### config.mk
export PLATFORM = sky130hd
export DESIGN_NAME = dma_xfer_engine
export DESIGN_NICKNAME = d
export VERILOG_FILES = /design/src/rtl/dma_xfer_pkg.sv /design/src/rtl/dma_addr_ctr.sv /design/src/rtl/dma_count_ctr.sv /design/src/rtl/dma_phys_map.sv /design/src/rtl/dma_xfer_engine.sv
export SDC_FILE = /design/constraint.sdc
export NUM_CORES = 1
export LEC_CHECK = 0
export BUFFER_PORTS_ARGS = -buffer_cell sky130_fd_sc_hd__buf_2
export CAP_MARGIN = 15
export CORE_MARGIN = 1.5
export CORE_UTILIZATION = 50
export CTS_BUF_LIST = sky130_fd_sc_hd__clkbuf_8
export DETAILED_ROUTE_END_ITERATION = 7
export PLACE_DENSITY = 0.83
export SYNTH_ARGS = -nofsm -noshare
export SYNTH_HDL_FRONTEND = slang
export SYNTH_SLANG_ARGS = --single-unit
### constraint.sdc
create_clock -name clk -period 2.03 [get_ports clk]
set_input_delay 0.406 -clock clk [delete_from_list [all_inputs] [get_ports clk]]
set_output_delay 0.406 -clock clk [all_outputs]
set_load 0.02 [all_outputs]
### src/rtl/dma_xfer_pkg.sv
// Shared widths and the mode record of the DMA channel engine.
package dma_xfer_pkg;
    localparam int PAGE_W = 8;
    localparam int ADDR_W = 16;
    localparam int CNT_W  = 16;
    localparam int PHYS_W = PAGE_W + ADDR_W;

    // Mode register contents; the write bit positions are set in the top.
    typedef struct packed {
        logic word;
        logic autoinit;
        logic dec;
    } chan_mode_t;
endpackage

### src/rtl/dma_addr_ctr.sv
// Base/current address pair. Assumes load, reload and step are not used to
// express conflicting intent; load wins, then reload, then step.
module dma_addr_ctr #(
    parameter int W = 16
) (
    input  logic         clk,
    input  logic         rst_n,
    input  logic         load,
    input  logic [W-1:0] load_val,
    input  logic         reload,
    input  logic         step,
    input  logic         dec,
    output logic [W-1:0] cur
);
    logic [W-1:0] base_q;
    logic [W-1:0] cur_q;

    // Hold the base copy and move the current address.
    always_ff @(posedge clk) begin
        if (!rst_n) begin
            base_q <= '0;
            cur_q  <= '0;
        end else if (load) begin
            base_q <= load_val;
            cur_q  <= load_val;
        end else if (reload) begin
            cur_q <= base_q;
        end else if (step) begin
            cur_q <= dec ? cur_q - W'(1) : cur_q + W'(1);
        end
    end

    assign cur = cur_q;
endmodule

### src/rtl/dma_count_ctr.sv
// Base/current count pair counting down. Flags the zero state so the top
// can detect the step past zero. Same priority as the address counter.
module dma_count_ctr #(
    parameter int W = 16
) (
    input  logic         clk,
    input  logic         rst_n,
    input  logic         load,
    input  logic [W-1:0] load_val,
    input  logic         reload,
    input  logic         step,
    output logic [W-1:0] cur,
    output logic         at_zero
);
    logic [W-1:0] base_q;
    logic [W-1:0] cur_q;

    // Hold the base copy and count the current value down.
    always_ff @(posedge clk) begin
        if (!rst_n) begin
            base_q <= '0;
            cur_q  <= '0;
        end else if (load) begin
            base_q <= load_val;
            cur_q  <= load_val;
        end else if (reload) begin
            cur_q <= base_q;
        end else if (step) begin
            cur_q <= cur_q - W'(1);
        end
    end

    assign cur     = cur_q;
    assign at_zero = (cur_q == '0);
endmodule

### src/rtl/dma_phys_map.sv
// Forms the physical address from page and current address. Byte units put
// the address straight under the page; word units shift it up by one and
// drop the low page bit. Assumes PHYS_W = PAGE_W + ADDR_W.
module dma_phys_map #(
    parameter int PAGE_W = 8,
    parameter int ADDR_W = 16,
    parameter int PHYS_W = PAGE_W + ADDR_W
) (
    input  logic [PAGE_W-1:0] page,
    input  logic [ADDR_W-1:0] addr,
    input  logic              word,
    output logic [PHYS_W-1:0] phys
);
    logic [PHYS_W-1:0] byte_map;
    logic [PHYS_W-1:0] word_map;

    assign byte_map = {page, addr};
    assign word_map = {page[PAGE_W-1:1], addr, 1'b0};

    // Select the mapping for the active unit size.
    always_comb begin
        phys = word ? word_map : byte_map;
    end
endmodule

### src/rtl/dma_xfer_engine.sv
// One DMA channel's address/count engine. Register writes take priority over
// a strobe in the same cycle; a strobe is only accepted while unmasked.
// Terminal count is the accepted strobe seen with the count at zero.
module dma_xfer_engine
    import dma_xfer_pkg::*;
(
    input  logic              clk,
    input  logic              rst_n,
    input  logic              page_wr,
    input  logic [PAGE_W-1:0] page_wdata,
    input  logic              addr_wr,
    input  logic [ADDR_W-1:0] addr_wdata,
    input  logic              cnt_wr,
    input  logic [CNT_W-1:0]  cnt_wdata,
    input  logic              mode_wr,
    input  logic [2:0]        mode_wdata,
    input  logic              mask_wr,
    input  logic              mask_wdata,
    input  logic              xfer_stb,
    output logic [PHYS_W-1:0] phys_addr,
    output logic [CNT_W-1:0]  cur_count,
    output logic              chan_masked,
    output logic              tc_o,
    output logic              done_o
);
    logic [PAGE_W-1:0] page_q;
    chan_mode_t        mode_q;
    logic              mask_q;
    logic              done_q;
    logic [ADDR_W-1:0] cur_addr;
    logic              cnt_zero;
    logic              accept;
    logic              term;
    logic              reload;
    logic              step;

    // Decide whether this cycle's strobe moves the counters.
    always_comb begin
        accept = xfer_stb && !mask_q && !addr_wr && !cnt_wr;
        term   = accept && cnt_zero;
        reload = term && mode_q.autoinit;
        step   = accept && !reload;
    end

    // Page register, written on its own strobe only.
    always_ff @(posedge clk) begin
        if (!rst_n)       page_q <= '0;
        else if (page_wr) page_q <= page_wdata;
    end

    // Mode register: bit0 decrement, bit1 auto-initialize, bit2 word units.
    always_ff @(posedge clk) begin
        if (!rst_n)       mode_q <= '0;
        else if (mode_wr) mode_q <= '{word: mode_wdata[2], autoinit: mode_wdata[1], dec: mode_wdata[0]};
    end

    // Channel mask: software write, or self-mask at a non-reloading terminal count.
    always_ff @(posedge clk) begin
        if (!rst_n)                        mask_q <= 1'b1;
        else if (mask_wr)                  mask_q <= mask_wdata;
        else if (term && !mode_q.autoinit) mask_q <= 1'b1;
    end

    // Completion pulse one cycle after terminal count.
    always_ff @(posedge clk) begin
        if (!rst_n) done_q <= 1'b0;
        else        done_q <= term;
    end

    dma_addr_ctr #(.W(ADDR_W)) u_addr (
        .clk      (clk),
        .rst_n    (rst_n),
        .load     (addr_wr),
        .load_val (addr_wdata),
        .reload   (reload),
        .step     (step),
        .dec      (mode_q.dec),
        .cur      (cur_addr)
    );

    dma_count_ctr #(.W(CNT_W)) u_cnt (
        .clk      (clk),
        .rst_n    (rst_n),
        .load     (cnt_wr),
        .load_val (cnt_wdata),
        .reload   (reload),
        .step     (step),
        .cur      (cur_count),
        .at_zero  (cnt_zero)
    );

    dma_phys_map #(.PAGE_W(PAGE_W), .ADDR_W(ADDR_W), .PHYS_W(PHYS_W)) u_map (
        .page (page_q),
        .addr (cur_addr),
        .word (mode_q.word),
        .phys (phys_addr)
    );

    assign chan_masked = mask_q;
    assign tc_o        = term;
    assign done_o      = done_q;
endmodule

## Yosys cells after proc, flatten, opt, wreduce, memory -nomap -nowiden

Cells that the tools add are included.

| storage, ports and cells | value |
|---|---|
| latch bits | 0 |
| ROM bits | 0 |
| register bits | 77 |
| word-level logic and storage cells | 39 |
| bits in writable memories | 0 |
| input port bits | 52 |
| output and inout bits | 43 |
| memories kept | 0 |

| cells by class | value |
|---|---|
| $add $sub $neg | 3 |
| multipliers | 0 |
| reductions and logical operators | 16 |
| eq/ne operators | 0 |
| bitwise operators | 0 |
| divide/modulo/power cells | 0 |
| order comparisons | 0 |
| shifts and indexed selects | 0 |
| muxes and demuxes | 10 |

Operator list:

| cell | number |
|---|---|
| 16-bit 2-to-1 mux | 7 |
| 16-bit by 1-bit subtractor with 16-bit output, second input constant | 2 |
| 17-bit 2-to-1 mux | 1 |
| 16-bit by 1-bit adder with 16-bit output, second input constant | 1 |
| 16-bit zero test | 1 |
| 1-bit logical AND | 7 |
| 3-bit nonzero test | 2 |
| 1-bit zero test | 5 |
| 1-bit 2-to-1 mux | 2 |
| 2-bit nonzero test | 1 |

## Depth between registers and ports, before layout

Gate-level depths: netlist of run 1.

| logic depth | value |
|---|---|
| word-level depth | 11 |
| depth in mapped cells | 10 |
| depth with buffers taken out | 7 |

## Hierarchy

Synthesis of run 1 repeated with hierarchy kept, for this count alone.

| second synthesis, totals | value |
|---|---|
| cell total of the unflattened synthesis | 582 |
| area total of the unflattened synthesis | 4989.8 um2 |

By module, submodules not included:

| module | area an instance (um2) | cells each | instances | seq. area each (um2) |
|---|---|---|---|---|
| dma_addr_ctr | 2272.2 | 284 | 1 | 640.6 |
| dma_count_ctr | 1884.3 | 226 | 1 | 640.6 |
| dma_xfer_engine | 526.8 | 46 | 1 | 260.2 |
| dma_phys_map | 306.5 | 26 | 1 | 0.0 |

## Worst setup path before layout of run 1

Ideal clock, no wire load.

| timing | value |
|---|---|
| kind | register to register |
| start point | register mode_q[0] (netlist bit) |
| end point | register u_addr.cur_q[15], in the netlist u_addr.cur[15] |
| setup time | 0.074 ns |
| data required time | 1.956 ns |
| slack | -0.103 ns |
| clock period less this slack | 2.133 ns |
| path buffers | 0 |
| arrival | 2.059 ns |
| cell stages (with the launch flop) | 8 |
| cell sequence | dfxtp_1 ha_1 a21oi_1 o22ai_1 a211oi_1 a21oi_1 or3_1 a31oi_1 |

| between the ends | value |
|---|---|
| word-level cells in the longest chain between the ends | 4 |

Ends and longest elaborated chain:

| element | RTL line | source |
|---|---|---|
| start, declared | dma_xfer_engine.sv:27 | `chan_mode_t mode_q;` |
| start signal, assigned | dma_xfer_engine.sv:54 | `else if (mode_wr) mode_q <= '{word: mode_wdata[2], autoinit: mode_wdata[1], dec: mode_wdata[0]};` |
| 16-bit 2-to-1 mux | dma_addr_ctr.sv:29 | `cur_q <= dec ? cur_q - W'(1) : cur_q + W'(1);` |
| 16-bit 2-to-1 mux | dma_addr_ctr.sv:28 | `end else if (step) begin` |
| 16-bit 2-to-1 mux | dma_addr_ctr.sv:26 | `end else if (reload) begin` |
| 16-bit 2-to-1 mux | dma_addr_ctr.sv:23 | `end else if (load) begin` |
| end signal, assigned | dma_addr_ctr.sv:25 | `cur_q <= load_val;` |
| end signal, assigned | dma_addr_ctr.sv:27 | `cur_q <= base_q;` |
| end signal, assigned | dma_addr_ctr.sv:29 |  |
| end, declared | dma_addr_ctr.sv:16 | `logic [W-1:0] cur_q;` |

Every way passes these cells. The select of a mux whose other input is x is not followed.
A chain may end at the register's enable or synchronous reset.

## Worst setup path in the final report of run 1

| timing | value |
|---|---|
| start point | register u_cnt.cur_q[13], in the netlist u_cnt.cur[13] |
| end point | output port tc_o |

| between the ends | value |
|---|---|
| word-level cells in the longest chain between the ends | 2 |

Ends and longest elaborated chain:

| element | RTL line | source |
|---|---|---|
| start, declared | dma_count_ctr.sv:16 | `logic [W-1:0] cur_q;` |
| start signal, assigned | dma_count_ctr.sv:25 | `cur_q <= load_val;` |
| start signal, assigned | dma_count_ctr.sv:27 | `cur_q <= base_q;` |
| start signal, assigned | dma_count_ctr.sv:29 | `cur_q <= cur_q - W'(1);` |
| 16-bit zero test | dma_count_ctr.sv:34 | `assign at_zero = (cur_q == '0);` |
| 1-bit logical AND | dma_xfer_engine.sv:40 | `term = accept && cnt_zero;` |
| end, declared | dma_xfer_engine.sv:23 | `output logic tc_o,` |

Every way passes these cells.

==> metrics.md, run 1 <==
| Metric | Value |
|---|---|
| Gr usage total | `26.2%` |
| Final setup vio count | `1` |
| # nets final | `737` |
| Pre-antenna DRT Iters | `6` |
| CTS Buffer Depth | `2` |
| Post-synth EDFFs | `0` |
| Ports | `95` |
| F_max | `480 MHz` |
| Final setup TNS | `-0.0529 ns` |
| # clock sinks | `77` |
| Dominant cell type by area after synthesis | `dfxtp_1` |
| H-Tree Depth | `3` |
| Period utilisation layout | `103%` |
| Req. time, crit path | `1.62 ns` |
| Clk pwr share | `32.7%` |
| Final Critical Period | `2.08 ns` |
| Total power | `3.83 mW` |
| Die width | `99.0 µm` |
| Gate count of the mapped netlist | `543` |
| Status | `finished with violations` |
| 1st-iter DRT viols | `204` |
| GR Util met3 | `5.60%` |
| Fin worst setup slack | `-0.0529 ns` |
| CTS tree | `done` |
| Clock transition at path regs | `0.08 ns` |
| Reg power frac | `44.2%` |
| Clock Latency Late Sink | `0.36 ns` |
| Drt wl/cell | `16.9 µm` |
| Top FF cell, synth | `dfxtp_1` |
| Post-Place Cells | `759` |
| Drt total wl | `13.2 mm` |
| DRC | `5` |
| Leak Pwr | `2.66 nW` |
| Final GP Congestion | `0.938` |
| First-pass GRT wire length | `20.6 mm` |
| RSZ-0062 raised after global routing | `true` |
| Syn_nets | `612` |
| Post-synth cell types | `62` |
| Commonest non-fill, non-tap cells in the layout | `buf_2, dfxtp_1, buf_4` |
| Final hold vios | `0` |
| YS warnings | `0` |
| Synth area leaders | `dfxtp_1, mux2i_1, nor2b_1, nand2_1, ha_1` |
| DRT antenna net count | `0` |
| Slew margin rel. | `72.2%` |
| Total global routing overflow | `0` |
| Num CTS Buffers | `9` |
| GRT busiest layer | `met2` |
| Internal power | `2.65 mW` |
| Logic pwr share | `23.1%` |
| Worst Tran Pin Value | `0.417 ns` |
| Root buffer cell | `clkbuf_8` |
| Die Area | `0.00980 mm²` |
| # rows | `34` |
| Met2 Use GR | `44.8%` |
| Seq/Total Area, Yosys | `33.5%` |
| Async S/R FF share, synth | `0%` |
| Final HPWL DP | `9.40 mm` |
| Worst hold path type | `input pin to flip-flop` |
| DR vias/cell | `5.90` |
| Crit end category | `output pin` |
| Syn Area/Cell | `8.48 µm²` |
| Violated checks | `design-rule violations, negative setup slack` |
| WS Path Type | `flip-flop to output pin` |
| Max Clock Skew | `0.00502 ns` |
| Pwr/cell area | `657 mW/mm²` |
| Switching pwr | `1.18 mW` |
| Starting Density | `52.3%` |
| Routed vias | `4607` |
| Initial antenna violation count | `0` |
| Largest net degree at the start of global routing | `32` |
| Max IR drop VDD | `0.367 mV` |
| Net Sw Frac | `30.9%` |
| Chip height | `99.0 µm` |
| Post-route insts no fill | `781` |
| Synthesized area | `0.00461 mm²` |
| Worst slack at placement | `0.00611 ns` |
| Std-Cell Core Area | `0.00881 mm²` |
| Ratio of cells with drive above 1 in the final layout | `33.3%` |
| Fin util | `66.2%` |
| Seq cells post-synth | `77` |
| Post-CTS Hold Fix Bufs | `0` |
| M1 GR Usage | `33.3%` |
| PortBufs | `94` |
| Post-synth top area share | `33.5%` |
| Commonest non-fill, non-tap cell in the layout | `buf_2` |
| Startpoint Class | `flip-flop` |
| Worst Path Arrival | `1.68 ns` |
| Maximum capacitance violations | `0` |
| Area grow syn2layout | `26.5%` |
| Fin. max-slew vios | `0` |
| Number of global-route vias before repair | `4348` |
| Antenna Cells | `0` |
| CP Max Fanout | `3` |
[metal layers]
metal / share of wire, % / vias up
li1: - / 2236
met3: 5.9 / 18
met5: 0 / -
met1: 44 / 2192
met2: 49 / 161
met4: 1.5 / 0
[critical path, stage by stage, from the launching register on]
cell and delay (ns):
dfxtp_2 0.34, nor4_4 0.27, buf_4 0.15, and4_4 0.22, and3_4 0.21, buf_6 0.12
[what timing repair did]
| action | 4_1_cts | 5_1_grt |
|---|---|---|
| resized for setup | 10 | 22 |
| buffers inserted | 3 | 4 |
| endpoints found under the setup margin | 2 | 26 |
| pin swaps | 3 | 5 |
[power groups by stage]
stage / clock network [mW] / registers [mW] / logic (mW)
after detailed placement: 0 / 1.72 / 0.825
after CTS: 1.27 / 1.68 / 0.845
after global routing: 1.35 / 1.70 / 0.963
after floorplan: 0 / 1.73 / 0.513
final: 1.25 / 1.69 / 0.886
after global placement: 0 / 1.71 / 0.804
[cells in the mapped netlist (6+ instances only)]
master,number
nor2_1,24
mux2_2,17
xor2_1,6
nor2b_1,41
mux2i_1,37
clkbuf_1,26
ha_1,16
buf_4,8
o21ai_0,36
nor3_1,12
nand4_1,7
a21boi_0,11
a31oi_1,13
nand2_1,55
inv_1,9
dfxtp_1,77
nand3_1,20
a211oi_1,9
a21oi_1,28
o211ai_1,6
[state kept, by name, indices dropped and copies added (netlist names)]
register and cells:
u_cnt.cur 16, u_cnt.base_q 16, page_q 8, u_addr.cur 16, mode_q 3, done_o 1
chan_masked 1, u_addr.base_q 16
[path summary, 6_finish.rpt]
check,slack (ns),to,start,depth (start not counted)
worst max-delay path,-0.05,tc_o,u_cnt.cur[13]$_SDFFE_PN0P_,5
worst min-delay path,0.29,u_cnt.cur[10]$_SDFFE_PN0P_,cnt_wdata[10],3
worst max register to register,0.08,u_addr.cur[9]$_SDFFE_PN0P_,u_cnt.cur[1]$_SDFFE_PN0P_,8
worst min register to register,0.49,u_cnt.base_q[3]$_SDFFE_PN0P_,u_cnt.base_q[3]$_SDFFE_PN0P_,2
[stage by stage]
stage	hold WS [ns]	area, µm²
detailed placement	0.473	5460
global placement	0.452	5460
floorplan	0.444	4610
global route	0.279	5830
CTS	0.278	5710
finish	0.287	5830
[kinds of logic after synthesis]
| group | after synthesis | synth area share [%] |
|---|---|---|
| AOI/OAI and AO/OA | 148 | 21.4 |
| xor gates and xnor gates | 9 | 1.71 |
| adders and majority gates | 17 | 4.78 |
| buffers and inverters | 53 | 5.57 |
| DFF | 77 | 33.5 |
| muxes | 54 | 12.2 |
| and+or+nand+nor | 185 | 20.9 |
[area by class of cell]
cell class              instances  area, µm²
fillers                       710       2980
multi-input cells             413       2910
flip-flops and latches         77       1550
repair buffers                158        986
clock buffers                  11        151
well taps                     108        135
clock inverters                 5       57.6
inverters                       9       33.8
Note: power is estimated with default switching activity, not from simulation.
==> run 2: changes to the inputs <==
Settings changed: CORE_UTILIZATION 50 to 33, CTS_CLUSTER_DIAMETER set to 200, GPL_TIMING_DRIVEN set to 0, PLACE_DENSITY 0.83 to 0.61.
==> metrics.md, run 2 (same netlist as run 1, synthesis figures left out) <==
| Metric | Value |
|---|---|
| Period utilisation layout | `102% (-0.73 points)` |
| DRC | `0 (-5)` |
| Clock transition at path regs | `0.07 ns (about the same)` |
| Initial antenna violation count | `0 (unchanged)` |
| Buf/Inv on CP | `2 (unchanged)` |
| F_max | `484 MHz (+0.72%)` |
| Net Sw Frac | `30.2% (-0.75 points)` |
| Root buffer cell | `clkbuf_8` |
| Area of the multi-input gates | `0.00312 mm² (+7.2%)` |
| Largest net degree at the start of global routing | `14 (-56%)` |
| Critical Path, Cell by Cell | `nor4_4, and4_1, buf_6, and3_4, buf_6` |
| Final HPWL DP | `10.9 mm (+16%)` |
| Commonest non-fill, non-tap cells in the layout | `buf_2, dfxtp_1, nand2_1` |
| CP most frequent cell | `buf_6` |
| RSZ-0062 raised after global routing | `true` |
| Reg power frac | `43.1% (-1.1 points)` |
| Worst Tran Pin Value | `0.772 ns (+0.355 ns)` |
| Internal power | `2.77 mW (+4.9%)` |
| Std-Cell Core Area | `0.0135 mm² (+53%)` |
| Crit end category | `output pin` |
| Clk pwr share | `33.4% (+0.7 points)` |
| Startpoint Class | `flip-flop` |
| Fin worst setup slack | `-0.0381 ns (+0.0148 ns)` |
| Fin. max-slew vios | `0 (unchanged)` |
| Switching pwr | `1.20 mW (+1.2%)` |
| Pwr/cell area | `640 mW/mm² (-2.6%)` |
| Worst path slowest cell | `dfxtp_4` |
| Total global routing overflow | `0 (unchanged)` |
| Status | `finished with violations` |
| Post-route insts no fill | `856 (+9.6%)` |
| Max IR drop VDD | `0.558 mV (+52%)` |
| Reg2Reg Setup Slack | `-0.03 ns (-0.11 ns)` |
| CP Max Fanout | `4 (+1)` |
| DRT antenna net count | `0 (unchanged)` |
| Chip height | `121 µm (+22%)` |
| # rows | `42 (+24%)` |
| 1st-iter DRT viols | `337 (+65%)` |
| CP peak stage delay | `0.36 ns (+0.02 ns)` |
| Drt wl/cell | `18.7 µm (+11%)` |
| Drt total wl | `16.0 mm (+22%)` |
| Worst hold path type | `input pin to flip-flop` |
| Num CTS Buffers | `9 (unchanged)` |
| # nets final | `744 (+0.95%)` |
| Routed vias | `4735 (+2.8%)` |
| Final hold slack | `0.289 ns (+0.00181 ns)` |
| Leak Pwr | `2.67 nW (+0.48%)` |
| Placed Area | `0.00529 mm² (-3.1%)` |
| First-pass GRT wire length | `23.9 mm (+16%)` |
| # fillers | `1331 (+87%)` |
| Pre-antenna DRT Iters | `4 (-2)` |
| Family with the most delay on the worst path | `simple AND/OR/NAND/NOR gates` |
| Logic pwr share | `23.6% (+0.5 points)` |
| Fin util | `46.1% (-20 points)` |
| CTS Buffer Depth | `2 (unchanged)` |
| Final setup vio count | `5 (+4)` |
| Ratio of cells with drive above 1 in the final layout | `36.3% (+3.0 points)` |
| Final setup TNS | `-0.132 ns (-0.0790 ns)` |
| Post-CTS Hold Fix Bufs | `0 (unchanged)` |
| Final Critical Period | `2.07 ns (-0.0148 ns)` |
| # clock sinks | `77 (unchanged)` |
| Number of global-route vias before repair | `4469 (+2.8%)` |
| WS Path Type | `flip-flop to output pin` |
| H-Tree Depth | `3 (unchanged)` |
| Starting Density | `34.2% (-18 points)` |
| Worst Path Arrival | `1.66 ns (-0.02 ns)` |
| PortBufs | `92 (-2.1%)` |
| Req. time, crit path | `1.62 ns (about the same)` |
| Final hold vios | `0 (unchanged)` |
| Gr usage total | `21.1% (-5.1 points)` |
| Final Cell Area | `0.00620 mm² (+6.5%)` |
| Area grow syn2layout | `34.7%` |
| Commonest non-fill, non-tap cell in the layout | `buf_2` |
| Ports | `95 (unchanged)` |
| DR vias/cell | `5.53 (-6.2%)` |
| Die Area | `0.0147 mm² (+50%)` |
| Register area | `0.00158 mm² (+1.7%)` |
| Die width | `121 µm (+22%)` |
| Violated checks | `negative setup slack` |
| Post-Place Cells | `811 (+6.9%)` |
| CTS tree | `done` |
| Slew margin rel. | `48.5% (-24 points)` |
| Final GP Congestion | `0.876 (-6.6%)` |
| Clock Latency Late Sink | `0.37 ns (about the same)` |
| Antenna Cells | `0 (unchanged)` |
| Maximum capacitance violations | `0 (unchanged)` |
| Max Clock Skew | `0.00945 ns (+0.00443 ns)` |
[run 2: changes by cell type in the layout (fill, tap and decap cells not counted), sizes merged]
cell | previous run | this run
clkbuf | 11 | 32
bufinv | 1 | 2
buf | 158 | 144
clkinv | 3 | 2
[run 2: power by group through the flow]
stage | logic [mW] | registers, mW | clock network [mW]
after floorplan | 0.513 | 1.73 | 0
after global placement | 0.766 | 1.73 | 0
after detailed placement | 0.779 | 1.74 | 0
after CTS | 0.836 | 1.71 | 1.34
after global routing | 1.01 | 1.72 | 1.40
final | 0.936 | 1.71 | 1.33
[run 2: final cells by class]
cell class	count	share of cell area [%]
Buffer	41	4.05
Clock buffer	11	2.44
Clock inverter	5	1.19
Inverter	9	0.585
Multi-Input combinational cell	413	50.4
Sequential cell	77	25.4
Tap cell	176	3.55
Timing Repair Buffer	124	12.4
[run 2: timing repair]
action | in CTS | in global routing
pin swaps | 5 | 27
setup endpoints to repair | 50 | 31
cloned | 0 | 1
buffers inserted | 12 | 20
gates resized for setup | 40 | 80
[run 2: path summary, 6_finish.rpt]
| path | end | cells after the start | startpoint |
|---|---|---|---|
| hold reg to reg | u_addr.cur[8]$_SDFFE_PN0P_ | 2 | u_addr.base_q[8]$_SDFFE_PN0P_ |
| setup / recovery | tc_o | 5 | u_cnt.cur[12]$_SDFFE_PN0P_ |
| setup reg to reg | u_addr.cur[8]$_SDFFE_PN0P_ | 9 | mode_q[0]$_SDFFE_PN0P_ |
| hold / removal | u_cnt.cur[12]$_SDFFE_PN0P_ | 3 | cnt_wdata[12] |
[run 2: routing by layer]
layer,part of all wire (%),global-route usage (%),up-vias
li1,-,-,2245
met5,0,0,-
met2,47,34.8,194
met1,43,27.9,2260
met3,6.5,3.10,36
met4,2.6,7.94,0
[run 2: through the flow]
stage               setup WS (ns)  total power, mW
floorplan                  0.0590             2.24
finish                    -0.0381             3.97
global route               -0.118             4.14
global placement           -0.811             2.50
CTS                       -0.0260             3.88
detailed placement         -0.820             2.52
[run 2: worst register-to-register path, delay by kind of cell (launching register included)]
kind            cells  cell delay (ns)
simple gates        3             0.53
flops               1             0.41
fa+ha+maj           1             0.39
compound gates      3             0.34
buf+inv             2             0.30
